**config.mk**
```make
export PLATFORM = sky130hd
export DESIGN_NAME = acc_cpu_core
export DESIGN_NICKNAME = d
export VERILOG_FILES = /design/src/rtl/acc_cpu_pkg.sv /design/src/rtl/acc_cpu_alu.sv /design/src/rtl/acc_cpu_pc.sv /design/src/rtl/acc_cpu_ctrl.sv /design/src/rtl/acc_cpu_core.sv
export SDC_FILE = /design/constraint.sdc
export NUM_CORES = 1
export LEC_CHECK = 0
export ABC_CLOCK_PERIOD_IN_PS = 7510
export BUFFER_PORTS_ARGS = -buffer_cell sky130_fd_sc_hd__buf_2
export CORE_MARGIN = 1
export CORE_UTILIZATION = 40
export CTS_BUF_LIST = sky130_fd_sc_hd__clkbuf_4
export DETAILED_ROUTE_END_ITERATION = 10
export SLEW_MARGIN = 10
export SYNTH_ARGS = -nofsm -noshare
export SYNTH_HDL_FRONTEND = slang
export SYNTH_SLANG_ARGS = --single-unit
export TNS_END_PERCENT = 20
```
**constraint.sdc**
```tcl
create_clock -name clk -period 7.51 [get_ports clk]
set_input_delay 0 -clock clk [delete_from_list [all_inputs] [get_ports clk]]
set_output_delay 0 -clock clk [all_outputs]
set_load 0.02 [all_outputs]
```
**src/rtl/acc_cpu_pkg.sv**
```systemverilog
package acc_cpu_pkg;

   typedef enum logic [3:0] {
      ST_FADDR,
      ST_FREAD,
      ST_DECODE,
      ST_OADDR,
      ST_OREAD,
      ST_OLATCH,
      ST_EXADDR,
      ST_EXREAD,
      ST_ALU,
      ST_STORE,
      ST_HALT
   } seq_state_t;

   typedef enum logic [1:0] {
      K_HALT,
      K_ADD,
      K_STORE,
      K_JUMP
   } op_kind_t;

   typedef struct packed {
      logic mar_from_pc;
      logic mar_from_opa;
      logic mem_rd;
      logic mem_wr;
      logic pc_inc;
      logic pc_load;
      logic opa_load;
      logic acc_load;
      logic halt_set;
   } ctl_t;

   localparam logic [15:0] OPC_ADD   = 16'h0099;
   localparam logic [15:0] OPC_STORE = 16'h0098;
   localparam logic [15:0] OPC_JUMP  = 16'h0097;
   localparam logic [1:0]  SIZE_WORD = 2'b01;

   function automatic op_kind_t classify(input logic [15:0] code);
      op_kind_t k;
      case (code)
         OPC_ADD:   k = K_ADD;
         OPC_STORE: k = K_STORE;
         OPC_JUMP:  k = K_JUMP;
         default:   k = K_HALT;
      endcase
      return k;
   endfunction

endpackage

```
**src/rtl/acc_cpu_alu.sv**
```systemverilog
module acc_cpu_alu #(
   parameter int DW = 16
) (
   input  logic [DW-1:0] a,
   input  logic [DW-1:0] b,
   output logic [DW-1:0] sum,
   output logic          zero,
   output logic          neg
);
   always_comb begin
      sum  = a + b;
      zero = (sum == '0);
      neg  = sum[DW-1];
   end
endmodule

```
**src/rtl/acc_cpu_pc.sv**
```systemverilog
module acc_cpu_pc #(
   parameter int AW   = 16,
   parameter int STEP = 2
) (
   input  logic          clk,
   input  logic          rst,
   input  logic          inc,
   input  logic          load,
   input  logic [AW-1:0] load_val,
   output logic [AW-1:0] pc
);
   localparam logic [AW-1:0] STEP_V = AW'(STEP);

   always_ff @(posedge clk) begin
      if (rst) begin
         pc <= '0;
      end else if (load) begin
         pc <= load_val;
      end else if (inc) begin
         pc <= pc + STEP_V;
      end
   end
endmodule

```
**src/rtl/acc_cpu_ctrl.sv**
```systemverilog
module acc_cpu_ctrl
   import acc_cpu_pkg::*;
#(
   parameter int DW = 16
) (
   input  logic          clk,
   input  logic          rst,
   input  logic [DW-1:0] mdr,
   output ctl_t          ctl
);
   seq_state_t    state, state_nx;
   logic [DW-1:0] opcode;
   logic          hi_mdr, hi_opc;
   op_kind_t      kind_mdr, kind_opc;

   generate
      if (DW > 16) begin : g_wide
         assign hi_mdr = |mdr[DW-1:16];
         assign hi_opc = |opcode[DW-1:16];
      end else begin : g_narrow
         assign hi_mdr = 1'b0;
         assign hi_opc = 1'b0;
      end
   endgenerate

   assign kind_mdr = hi_mdr ? K_HALT : classify(mdr[15:0]);
   assign kind_opc = hi_opc ? K_HALT : classify(opcode[15:0]);

   always_comb begin
      ctl      = '0;
      state_nx = state;
      case (state)
         ST_FADDR: begin
            ctl.mar_from_pc = 1'b1;
            state_nx        = ST_FREAD;
         end
         ST_FREAD: begin
            ctl.mem_rd = 1'b1;
            ctl.pc_inc = 1'b1;
            state_nx   = ST_DECODE;
         end
         ST_DECODE: begin
            if (kind_mdr == K_HALT) begin
               ctl.halt_set = 1'b1;
               state_nx     = ST_HALT;
            end else begin
               state_nx = ST_OADDR;
            end
         end
         ST_OADDR: begin
            ctl.mar_from_pc = 1'b1;
            state_nx        = ST_OREAD;
         end
         ST_OREAD: begin
            ctl.mem_rd = 1'b1;
            ctl.pc_inc = 1'b1;
            state_nx   = ST_OLATCH;
         end
         ST_OLATCH: begin
            ctl.opa_load = 1'b1;
            state_nx     = ST_EXADDR;
         end
         ST_EXADDR: begin
            case (kind_opc)
               K_JUMP: begin
                  ctl.pc_load = 1'b1;
                  state_nx    = ST_FADDR;
               end
               K_ADD: begin
                  ctl.mar_from_opa = 1'b1;
                  state_nx         = ST_EXREAD;
               end
               K_STORE: begin
                  ctl.mar_from_opa = 1'b1;
                  state_nx         = ST_STORE;
               end
               default: state_nx = ST_FADDR;
            endcase
         end
         ST_EXREAD: begin
            ctl.mem_rd = 1'b1;
            state_nx   = ST_ALU;
         end
         ST_ALU: begin
            ctl.acc_load = 1'b1;
            state_nx     = ST_FADDR;
         end
         ST_STORE: begin
            ctl.mem_wr = 1'b1;
            state_nx   = ST_FADDR;
         end
         ST_HALT:  state_nx = ST_HALT;
         default:  state_nx = ST_HALT;
      endcase
   end

   always_ff @(posedge clk) begin
      if (rst) begin
         state  <= ST_FADDR;
         opcode <= '0;
      end else begin
         state <= state_nx;
         if (state == ST_DECODE) begin
            opcode <= mdr;
         end
      end
   end
endmodule

```
**src/rtl/acc_cpu_core.sv**
```systemverilog
module acc_cpu_core
   import acc_cpu_pkg::*;
#(
   parameter int DATA_W = 16,
   parameter int ADDR_W = 16
) (
   input  logic              clk,
   input  logic              rst,
   output logic              mem_valid,
   output logic              mem_rw,
   output logic [1:0]        mem_size,
   output logic [ADDR_W-1:0] mem_addr,
   output logic [DATA_W-1:0] mem_wdata,
   input  logic [DATA_W-1:0] mem_rdata,
   output logic [DATA_W-1:0] acc_out,
   output logic [ADDR_W-1:0] pc_out,
   output logic              flag_h,
   output logic              flag_z,
   output logic              flag_n
);
   localparam int PC_STEP = DATA_W / 8;

   generate
      if (DATA_W < 16) begin : g_bad_dw
         $error("DATA_W must be at least 16 to hold the opcodes");
      end
      if ((DATA_W % 8) != 0) begin : g_bad_bytes
         $error("DATA_W must be a whole number of bytes");
      end
      if (ADDR_W < 2) begin : g_bad_aw
         $error("ADDR_W too small");
      end
   endgenerate

   ctl_t              ctl;
   logic [ADDR_W-1:0] mar;
   logic [DATA_W-1:0] mdr;
   logic [DATA_W-1:0] opa;
   logic [ADDR_W-1:0] opa_addr;
   logic [DATA_W-1:0] acc;
   logic [DATA_W-1:0] alu_sum;
   logic              alu_zero, alu_neg;
   logic              fh, fz, fn;

   generate
      if (ADDR_W <= DATA_W) begin : g_addr_trunc
         assign opa_addr = opa[ADDR_W-1:0];
      end else begin : g_addr_ext
         assign opa_addr = {{(ADDR_W-DATA_W){1'b0}}, opa};
      end
   endgenerate

   acc_cpu_ctrl #(.DW(DATA_W)) u_ctrl (
      .clk (clk),
      .rst (rst),
      .mdr (mdr),
      .ctl (ctl)
   );

   acc_cpu_pc #(.AW(ADDR_W), .STEP(PC_STEP)) u_pc (
      .clk      (clk),
      .rst      (rst),
      .inc      (ctl.pc_inc),
      .load     (ctl.pc_load),
      .load_val (opa_addr),
      .pc       (pc_out)
   );

   acc_cpu_alu #(.DW(DATA_W)) u_alu (
      .a    (acc),
      .b    (mdr),
      .sum  (alu_sum),
      .zero (alu_zero),
      .neg  (alu_neg)
   );

   always_ff @(posedge clk) begin
      if (rst) begin
         mar <= '0;
         mdr <= '0;
         opa <= '0;
         acc <= '0;
         fh  <= 1'b0;
         fz  <= 1'b0;
         fn  <= 1'b0;
      end else begin
         if (ctl.mar_from_pc) begin
            mar <= pc_out;
         end else if (ctl.mar_from_opa) begin
            mar <= opa_addr;
         end
         if (ctl.mem_rd) begin
            mdr <= mem_rdata;
         end
         if (ctl.opa_load) begin
            opa <= mdr;
         end
         if (ctl.acc_load) begin
            acc <= alu_sum;
            fz  <= alu_zero;
            fn  <= alu_neg;
         end
         if (ctl.halt_set) begin
            fh <= 1'b1;
         end
      end
   end

   assign mem_valid = ctl.mem_rd | ctl.mem_wr;
   assign mem_rw    = ~ctl.mem_wr;
   assign mem_size  = mem_valid ? SIZE_WORD : 2'b00;
   assign mem_addr  = mar;
   assign mem_wdata = acc;
   assign acc_out   = acc;
   assign flag_h    = fh;
   assign flag_z    = fz;
   assign flag_n    = fn;
endmodule

```
==> flow_metrics.env, run 1 <==
export IMPL_r2r_slack_ps=4730
export IMPL_whs_path_depth=3
export IMPL_grt_setup_unrepaired="false"
export IMPL_p_leak_nw=2.47
export IMPL_period_share_pct=37.0
export IMPL_syn2layout_area_growth_pct=13.3
export IMPL_cp_slowest_cell="or4_1"
export IMPL_synth_top_family_by_area="simple AND/OR/NAND/NOR gates"
export IMPL_clock_root_buffer="clkbuf_4"
export IMPL_fmax_mhz=360
export IMPL_grt_util_all_layers_pct=19.8
export IMPL_drt_iter0_drc=240
export IMPL_clk_latency_ps=460
export IMPL_cpPeakStageDelay_ps=500
export IMPL_min_delay_path_class="in -> reg"
export IMPL_muxShareOfSynthArea_pct=5.75
export IMPL_synth_edf_count=0
export IMPL_core_area_um2=12700
export IMPL_post_cts_setup_buffer_count=0
export IMPL_start_kind="flop"
export IMPL_grt_busiest_layer="met2"
export IMPL_syn_cell_area_um2=5220
export IMPL_tightest_slew_ps=1080
export IMPL_syn_num_nets=684
export IMPL_avgRoutedWirePerCell_um=14.2
export IMPL_fin_crit_ps=2780
export IMPL_cts_tree="built"
export IMPL_grt_pass1_vias=4300
export IMPL_cp_arrival_ps=3190
export IMPL_worstSetupEndpointType="flop"
export IMPL_hold_end="mdr[2]"
export IMPL_synth_xor_area_share_pct=2.18
export IMPL_gp_congestion=0.842
export IMPL_die_area_um2=13500
export IMPL_worstPathCellList="ha_1 -> inv_1 -> fa_1 -> xnor2_1 -> or4b_1 -> or4_1 -> a21oi_1 -> nand4_1 -> o21ai_1"
export IMPL_grt_util_met2_pct=32.3
export IMPL_fin_util_pct=46.7
export IMPL_htreeDepth=3
export IMPL_ir_drop_uv=112
export IMPL_cts_buffers=9
export IMPL_globalRouteMet3Util_pct=5.03
export IMPL_cts_sinks=102
export IMPL_hold_start="rst"
export IMPL_ant_nets=0
export IMPL_cts_hold_buf=16
export IMPL_synthArstFlopShare_pct=0
export IMPL_status="complete, no violations"
export IMPL_cp_required_ps=7920
export IMPL_final_nets=748
export IMPL_path_class="reg -> reg"
export IMPL_synth_area_per_cell_um2=8.08
export IMPL_r2r_cells=9
export IMPL_r2r_start="mdr[0]"
export IMPL_max_slew_margin_pct=28.2
export IMPL_ys_warn_count=0
export IMPL_ys_seq_area_share_pct=39.1
export IMPL_met1_usage_pct=26.3
export IMPL_finalPower_mw=1.40
export IMPL_detail_route_vias_per_cell=5.22
export IMPL_clock_skew_ps=12.7
export IMPL_drc=0
export IMPL_yosys_area_share_simple_pct=23.4
export IMPL_final_setup_viol_count=0
export IMPL_synth_fa_ha_area_share_pct=4.94
export IMPL_ys_types=62
export IMPL_r2r_end="flag_z"
export IMPL_rows=41
export IMPL_fp_dieH_um=116
export IMPL_grt_pass1_wl_um=21100
export IMPL_gr_total_overflow=0
export IMPL_port_buffers=87
export IMPL_cp_max_fo=5
export IMPL_slew_violations=0
export IMPL_clockBufferDepth=2
export IMPL_drive_above_1_share_pct=16.2
export IMPL_antenna_found_initial=0
export IMPL_cts_resized=0
export IMPL_io_pins=89
export IMPL_routed_wl_um=12600
export IMPL_first_pass_iters=4
export IMPL_num_vias=4626
export IMPL_syn_inst=646
export IMPL_grt_start_max_net_pins=104
export IMPL_ys_ff_latch=102
export IMPL_clk_pin_slew_ps=140
export IMPL_finalHoldViolations=0
export IMPL_diodes=0
export IMPL_fin_setup_tns_ps=0
export IMPL_power_density_nw_per_um2=237
export IMPL_initial_utilization_pct=41.2
export IMPL_maxCapViolCount=0
export IMPL_synth_compound_area_share_pct=18.3
export IMPL_hpwl_um=9080
export IMPL_die_w_um=116
export IMPL_synth_ff_type="dfxtp_1"
sequential cells by signal, indices dropped and copies added (netlist names):
register / count
acc_out: 16
mdr: 16
mem_addr: 16
opa: 16
u_ctrl.opcode: 16
u_pc.pc: 16
u_ctrl.state: 4
flag_h: 1
flag_z: 1
placed cells by master, fill, tap and decap left out, drive strengths merged, types with 13 or more instances in the layout:
cell type	netlist	layout
buf	27	91
mux2i	30	30
clkbuf	27	13
nand2	104	104
nand3	18	18
a21oi	64	64
nor3	15	15
a211oi	26	26
o21ai	21	21
nor2	68	68
dfxtp	102	102
ha	19	19
dlygate4sd3	0	16
critical path: cells and delay by family (launching register included):
family	cells	cell delay, ps
and+or+nand+nor	3	1100
buffers and inverters	1	60
DFF	1	460
xor gates and xnor gates	1	160
AOI/OAI and AO/OA	2	350
adders and majority gates	2	610
synth_stat cells (3+ instances only):
master    number  area, um^2
nand2_1      104         390
dfxtp_1      102        2040
nor2_1        67         251
a21oi_1       63         315
mux2i_1       30         300
clkbuf_1      27         101
a211oi_1      25         188
buf_4         20         150
o21ai_0       20         100
ha_1          19         238
nand3_1       18        90.1
nor3_1        14        70.1
inv_1         11        41.3
and3_1         9        56.3
nand4_1        9        56.3
xnor2_1        8        70.1
a221oi_1       6        52.6
buf_2          6        30.0
o211ai_1       6        45.0
or3_1          6        37.5
a22oi_1        5        37.5
nor2b_1        5        31.3
nor4b_1        5        43.8
xor2_1         5        43.8
nand2b_1       4        25.0
nor4_1         4        25.0
a21o_1         3        22.5
nor3b_1        3        22.5
o21a_1         3        22.5
or3_2          3        22.5
layer usage:
layer	share of wire (%)	wire, um
met3	4.2	529
met1	49	6220
met5	0	0
met2	46	5740
met4	0.80	101
layout make-up:
cell class / count / area [um^2]
fill: 1276 / 6760
clock inverter: 2 / 33.8
timing repair buffer: 107 / 626
multi-input combinational: 478 / 2860
inverter: 12 / 45.0
sequential: 102 / 2040
clock buffer: 13 / 97.6
tap: 172 / 215
how the worst max path moves through the flow:
stage | start | slack (ps) | end
floorplan | acc_out[0] | 4980 | flag_z
global placement | u_ctrl.opcode[10] | 4570 | mem_addr[7]
detailed placement | u_ctrl.opcode[6] | 4440 | mem_addr[9]
CTS | u_ctrl.opcode[6] | 4400 | mem_addr[9]
global route | u_ctrl.opcode[15] | 4460 | mem_addr[9]
finish | mdr[0] | 4730 | flag_z
stage by stage:
stage	hold slack (ps)	instances	setup WS, ps	instance area (um^2)
after floorplan	147	646	4980	5220
after global placement	235	855	4570	5620
after detailed placement	243	855	4440	5620
after CTS	246	886	4400	5910
after global routing	270	886	4460	5920
final	241	886	4730	5920
logic make-up after synthesis:
| family | after synthesis |
|---|---|
| xor+xnor | 13 |
| other cells | 1 |
| mux | 30 |
| simple gates | 263 |
| flops | 102 |
| fa+ha+maj | 20 |
| buf+inv | 66 |
| compound gates | 151 |
power breakdown:
part	total, mW	leakage, nW	internal, mW	switching, mW
sequential	0.665	0.827	0.599	0.0663
combinational	0.453	1.57	0.175	0.278
clock	0.284	0.0755	0.114	0.170
(Power assumes the default switching activity.)
==> run 2, diff against run 1 <==
--- a/config.mk
+++ b/config.mk
@@ -5,7 +5,8 @@
 export SDC_FILE = /design/constraint.sdc
 export NUM_CORES = 1
 export LEC_CHECK = 0
-export ABC_CLOCK_PERIOD_IN_PS = 7510
+export ABC_AREA = 1
+export ABC_CLOCK_PERIOD_IN_PS = 2800
 export BUFFER_PORTS_ARGS = -buffer_cell sky130_fd_sc_hd__buf_2
 export CORE_MARGIN = 1
 export CORE_UTILIZATION = 40
==> constraint.sdc (replaced) <==
create_clock -name clk -period 2.8 [get_ports clk]
set_input_delay 0 -clock clk [delete_from_list [all_inputs] [get_ports clk]]
set_output_delay 0 -clock clk [all_outputs]
set_load 0.02 [all_outputs]
==> run 2 against run 1 <==
Routed wire length grew 12%. Clock power grew to 2.5 times the previous value. Non-clock buffer count grew 2. Count of clock-buffer cells in the layout is 4 lower. Sequential cell count did not move. Global-route usage increased by 0.42 points. Die area is 2.3% higher. Critical path type unchanged.
==> flow_metrics.env, run 2 <==
export IMPL_yosys_area_share_simple_pct=23.6
export IMPL_ys_warn_count=0
export IMPL_post_place_ws_ps=466
export IMPL_die_w_um=118
export IMPL_ant_nets=0
export IMPL_period_share_pct=84.8
export IMPL_yosysTopAreaCellShare_pct=38.2
export IMPL_fmax_mhz=421
export IMPL_synth_edf_count=0
export IMPL_drc=0
export IMPL_syn2layout_area_growth_pct=13.3
export IMPL_syn_cell_area_um2=5340
export IMPL_final_nets=869
export IMPL_synth_ff_type="dfxtp_1"
export IMPL_p_leak_nw=2.95
export IMPL_final_setup_viol_count=0
export IMPL_clk_pin_slew_ps=170
export IMPL_holdWs_ps=283
export IMPL_yosysMostFrequentCell="nand2_1"
export IMPL_port_buffers=87
export IMPL_max_slew_margin_pct=54.6
export IMPL_start_kind="flop"
export IMPL_r2r_end="mem_addr[7]"
export IMPL_fin_cells=1009
export IMPL_multi_input_area_um2=2640
export IMPL_power_density_nw_per_um2=884
export IMPL_synth_compound_area_share_pct=19.3
export IMPL_clockBufferDepth=2
export IMPL_crit_path_start="u_ctrl.opcode[11]"
export IMPL_clk_latency_ps=480
export IMPL_grt_util_all_layers_pct=20.2
export IMPL_synth_area_per_cell_um2=7.07
export IMPL_ir_drop_uv=371
export IMPL_num_vias=5052
export IMPL_hpwl_um=10300
export IMPL_antenna_found_initial=1
export IMPL_rows=41
export IMPL_synthArstFlopShare_pct=0
export IMPL_finalHoldViolations=0
export IMPL_grt_util_met2_pct=31.8
export IMPL_fp_dieH_um=118
export IMPL_initial_utilization_pct=41.6
export IMPL_htreeDepth=3
export IMPL_routed_wl_um=14000
export IMPL_r2r_cells=11
export IMPL_die_area_um2=13800
export IMPL_cts_buffers=9
export IMPL_finalPower_mw=5.35
export IMPL_avgRoutedWirePerCell_um=13.9
export IMPL_syn_num_nets=794
export IMPL_grt_setup_unrepaired="false"
export IMPL_final_common_cell="nand2_1"
export IMPL_maxCapViolCount=0
export IMPL_cp_max_fo=14
export IMPL_worstSetupEndpointType="flop"
export IMPL_fin_setup_tns_ps=0
export IMPL_clock_root_buffer="clkbuf_4"
export IMPL_grt_pass1_wl_um=22500
export IMPL_drt_iter0_drc=325
export IMPL_met1_usage_pct=28.2
export IMPL_synth_top_family_by_area="simple AND/OR/NAND/NOR gates"
export IMPL_register_area_um2=2040
export IMPL_endpoint="mem_addr[7]"
export IMPL_tightest_slew_ps=681
export IMPL_gp_congestion=0.908
export IMPL_syn_inst=756
export IMPL_globalRouteMet3Util_pct=2.96
export IMPL_core_area_um2=12800
export IMPL_detail_route_vias_per_cell=5.01
export IMPL_final_setup_worst_slack_ps=425
export IMPL_io_pins=89
export IMPL_yosysTopAreaCell="dfxtp_1"
export IMPL_grt_start_max_net_pins=76
export IMPL_cts_sinks=102
export IMPL_slew_violations=0
export IMPL_cts_tree="built"
export IMPL_grt_pass1_vias=4527
export IMPL_fin_util_pct=47.2
export IMPL_yosys_top_cells_count="139 x nand2_1, 102 x dfxtp_1, 95 x inv_1, 94 x nor2_1, 66 x a21oi_1"
export IMPL_clock_skew_ps=10.5
export IMPL_r2r_slack_ps=420
export IMPL_fillers=1353
export IMPL_placed_area_um2=5760
export IMPL_synth_xor_area_share_pct=1.64
export IMPL_muxShareOfSynthArea_pct=0
export IMPL_synth_fa_ha_area_share_pct=4.83
export IMPL_ys_types=44
export IMPL_r2r_start="u_ctrl.opcode[11]"
export IMPL_layout_common_cells="139 x nand2_1, 102 x dfxtp_1, 94 x inv_1, 94 x nor2_1, 87 x buf_2"
export IMPL_grt_busiest_layer="met2"
export IMPL_synth_area_top_cells="dfxtp_1 38%, nand2_1 9.8%, inv_1 6.7%"
export IMPL_fin_crit_ps=2380
export IMPL_post_place_cells=975
export IMPL_first_pass_iters=5
export IMPL_cp_required_ps=3220
export IMPL_gr_total_overflow=0
export IMPL_ys_ff_latch=102
export IMPL_drive_above_1_share_pct=16.3
export IMPL_cp_arrival_ps=2790
export IMPL_fin_area_um2=6050
export IMPL_min_delay_path_class="in -> reg"
export IMPL_ys_seq_area_share_pct=38.2
export IMPL_status="complete, no violations"
export IMPL_cts_resized=0
export IMPL_path_class="reg -> reg"
-- run 2: critical path, stage by stage, from the launching register on --
cell	delay [ps]
dfxtp_1	340
nor4_1	270
and2_0	160
inv_1	50
a21oi_1	220
inv_1	70
ha_1	320
nor2_4	220
nor2_1	120
inv_2	250
o221ai_1	150
a21oi_1	160
-- run 2: worst min path at each step --
stage	slack, ps	to	from	cells past startpoint
4_1_cts	260	mdr[11]	mem_rdata[11]	4
3_3_place_gp	240	mdr[14]	mem_rdata[14]	3
2_1_floorplan	150	mdr[0]	mem_rdata[0]	2
3_5_place_dp	240	mdr[7]	mem_rdata[7]	3
5_1_grt	290	mdr[3]	mem_rdata[3]	4
6_report	280	mdr[3]	mem_rdata[3]	4
-- run 2: final cells by class --
type / count / area share, %
Antenna cell: 1 / 0.0413
Clock buffer: 9 / 1.12
Clock inverter: 7 / 0.827
Inverter: 104 / 6.49
Multi-Input combinational cell: 505 / 43.6
Sequential cell: 102 / 33.7
Tap cell: 172 / 3.56
Timing Repair Buffer: 109 / 10.6
-- run 2: per-layer routing --
layer,vias up,wire (um)
li1,2612,-
met1,2289,6970
met2,129,6190
met3,22,628
met4,0,253
met5,-,0
-- run 2: logic make-up after synthesis --
logic type | Yosys count
buffers and inverters | 149
adder cells (fa/ha/maj) | 20
flip-flops | 102
XOR/XNOR | 10
AND/OR/NAND/NOR | 297
AO/OA/AOI/OAI | 177
other | 1
-- run 2: repair_timing --
item / in CTS / in global routing
endpoints found under the hold margin: 17 / 0
hold buffers: 17 / 0
setup buffers: 0 / 0
-- run 2: report_power, final --
part           switching [mW]  total [mW]  leakage, nW  internal, mW
logic                    1.71        2.51         2.07         0.801
clock network           0.532       0.715       0.0535         0.184
registers               0.297        2.13        0.831          1.83
==> run 3, diff against run 2 <==
--- a/config.mk
+++ b/config.mk
@@ -5,8 +5,8 @@
 export SDC_FILE = /design/constraint.sdc
 export NUM_CORES = 1
 export LEC_CHECK = 0
-export ABC_AREA = 1
-export ABC_CLOCK_PERIOD_IN_PS = 2800
+export ABC_AREA = 0
+export ABC_CLOCK_PERIOD_IN_PS = 2400
 export BUFFER_PORTS_ARGS = -buffer_cell sky130_fd_sc_hd__buf_2
 export CORE_MARGIN = 1
 export CORE_UTILIZATION = 40
==> constraint.sdc (replaced) <==
create_clock -name clk -period 2.4 [get_ports clk]
set_input_delay 0 -clock clk [delete_from_list [all_inputs] [get_ports clk]]
set_output_delay 0 -clock clk [all_outputs]
set_load 0.02 [all_outputs]
==> run 3 against run 2 <==
Combinational power shrank 21%. Largest cell class unchanged. Core utilization grew 3.7 points. Largest power group is now sequential cells. Clock skew grew 5.4 ps. Register-to-register slack lost 420 ps. Global-route usage grew 1.2 points. Via count shrank 3.6%. Sequential power shrank 4%. Sequential cell count is the same. First-iteration DRC count shrank 14%. Critical path depth shrank 1.
==> flow_metrics.env, run 3 (synthesis results as in run 1) <==
export IMPL_final_nets=784
export IMPL_avgRoutedWirePerCell_um=14.9
export IMPL_combPwrFrac_pct=40.7
export IMPL_core_area_um2=12700
export IMPL_final_setup_worst_slack_ps=2.17
export IMPL_post_place_cells=884
export IMPL_cp_arrival_ps=2760
export IMPL_clk_pin_slew_ps=170
export IMPL_clockBufferDepth=2
export IMPL_max_slew_margin_pct=61.6
export IMPL_ir_drop_uv=397
export IMPL_fin_util_pct=50.9
export IMPL_tightest_slew_ps=577
export IMPL_fin_crit_ps=2400
export IMPL_start_kind="flop"
export IMPL_num_vias=4870
export IMPL_maxCapViolCount=0
export IMPL_worstSetupEndpointType="flop"
export IMPL_antenna_found_initial=0
export IMPL_syn2layout_area_growth_pct=23.6
export IMPL_gr_total_overflow=0
export IMPL_cts_buffers=9
export IMPL_p_leak_nw=2.71
export IMPL_multi_input_area_um2=3020
export IMPL_fin_cells=923
export IMPL_placed_area_um2=5850
export IMPL_register_area_um2=2060
export IMPL_fin_area_um2=6450
export IMPL_htreeDepth=3
export IMPL_grt_pass1_wl_um=22400
export IMPL_die_w_um=116
export IMPL_first_pass_iters=4
export IMPL_cp_slowest_cell="dfxtp_2"
export IMPL_grt_start_max_net_pins=54
export IMPL_slew_violations=0
export IMPL_diodes=0
export IMPL_fillers=1258
export IMPL_critPathTopFamily="simple AND/OR/NAND/NOR gates"
export IMPL_sequentialPowerShare_pct=41.7
export IMPL_grt_setup_unrepaired="true"
export IMPL_cp_required_ps=2770
export IMPL_grt_util_all_layers_pct=21.4
export IMPL_drc=0
export IMPL_ant_nets=0
export IMPL_io_pins=89
export IMPL_intPower_mw=3.01
export IMPL_path_buf_inv=3
export IMPL_power_switching_mw=1.87
export IMPL_crit_path_frequent_cell="and3_4"
export IMPL_period_share_pct=99.9
export IMPL_finalHoldViolations=0
export IMPL_drive_above_1_share_pct=25.4
export IMPL_drt_iter0_drc=279
export IMPL_worstPathCellList="nor4_4 -> and3_4 -> and3_4 -> ha_4 -> or3_4 -> a21oi_4 -> buf_12 -> buf_8 -> clkbuf_16 -> a211oi_1"
export IMPL_clock_root_buffer="clkbuf_4"
export IMPL_gp_congestion=0.851
export IMPL_switching_share_pct=38.4
export IMPL_initial_utilization_pct=41.2
export IMPL_layout_common_cells="104 x nand2_1, 93 x dfxtp_1, 87 x buf_2, 66 x nor2_1, 62 x a21oi_1"
export IMPL_final_common_cell="nand2_1"
export IMPL_power_density_nw_per_um2=757
export IMPL_rows=41
export IMPL_port_buffers=87
export IMPL_min_delay_path_class="in -> reg"
export IMPL_detail_route_vias_per_cell=5.28
export IMPL_clock_skew_ps=16.0
export IMPL_cts_sinks=102
export IMPL_cts_tree="built"
export IMPL_grt_pass1_vias=4544
export IMPL_status="complete, no violations"
export IMPL_cp_max_fo=8
export IMPL_final_setup_viol_count=0
export IMPL_holdWs_ps=67.5
export IMPL_die_area_um2=13500
export IMPL_post_place_ws_ps=-137
export IMPL_path_class="reg -> reg"
export IMPL_finalPower_mw=4.88
export IMPL_hpwl_um=9710
export IMPL_fin_setup_tns_ps=0
export IMPL_clkPwrFrac_pct=17.6
export IMPL_routed_wl_um=13800
export IMPL_fmax_mhz=417
export IMPL_clk_latency_ps=500
export IMPL_cpPeakStageDelay_ps=370
export IMPL_fp_dieH_um=116
==> run 3: changes by cell type in the layout (fill, tap and decap cells not counted), sizes merged, moves of 11 or more <==
cell / change
a211oi: +22
buf: +34
inv: -90
mux2i: +30
nand2: -37
nand3: -20
nor2: -33
nor3: +12
o21ai: -48
o221ai: -11
==> run 3: power by group through the flow <==
stage | clock network, mW | registers (mW) | logic, mW
after floorplan | 0 | 2.16 | 1.02
after global routing | 0.963 | 2.07 | 2.16
final | 0.859 | 2.04 | 1.99
after global placement | 0 | 2.06 | 1.57
after CTS | 0.902 | 2.03 | 1.82
after detailed placement | 0 | 2.07 | 1.60
==> run 3: metal layers <==
layer | wire length [um] | part of all wire, % | GRT usage [%]
met5 | 0 | 0 | 0
met4 | 249 | 1.8 | 7.01
met3 | 583 | 4.2 | 4.98
met2 | 6490 | 47 | 36.0
met1 | 6430 | 47 | 27.0
==> run 3: cell type report <==
class	count	share of cell area (%)
multi-input cells	478	46.9
repair buffers	143	15.3
inverters	12	0.698
flip-flops and latches	102	31.9
clock inverters	7	0.872
well taps	172	3.33
clock buffers	9	1.05
==> run 3: worst register-to-register path: stages, from the launching register on <==
cell and delay (ps):
dfxtp_2 370, nor4_4 280, and3_4 230, and3_4 200, ha_4 200, or3_4 340
a21oi_4 190, buf_12 140, buf_8 110, clkbuf_16 150, a211oi_1 60
==> run 3: worst paths after layout <==
kind	slack, ps	cells after the start	from	end
setup / recovery	2	10	u_ctrl.opcode[10]	mem_addr[10]
hold / removal	70	6	rst	flag_z
hold reg to reg	460	2	flag_h	flag_h
setup reg to reg	2	10	u_ctrl.opcode[10]	mem_addr[10]
==> run 3: timing repair <==
action / in CTS / in global routing
hold buffers: 16 / 0
pin swaps: 15 / 13
hold endpoints to repair: 16 / 0
resized for setup: 16 / 29
gates cloned: 2 / 1
setup buffers: 3 / 2
endpoints found under the setup margin: 17 / 19
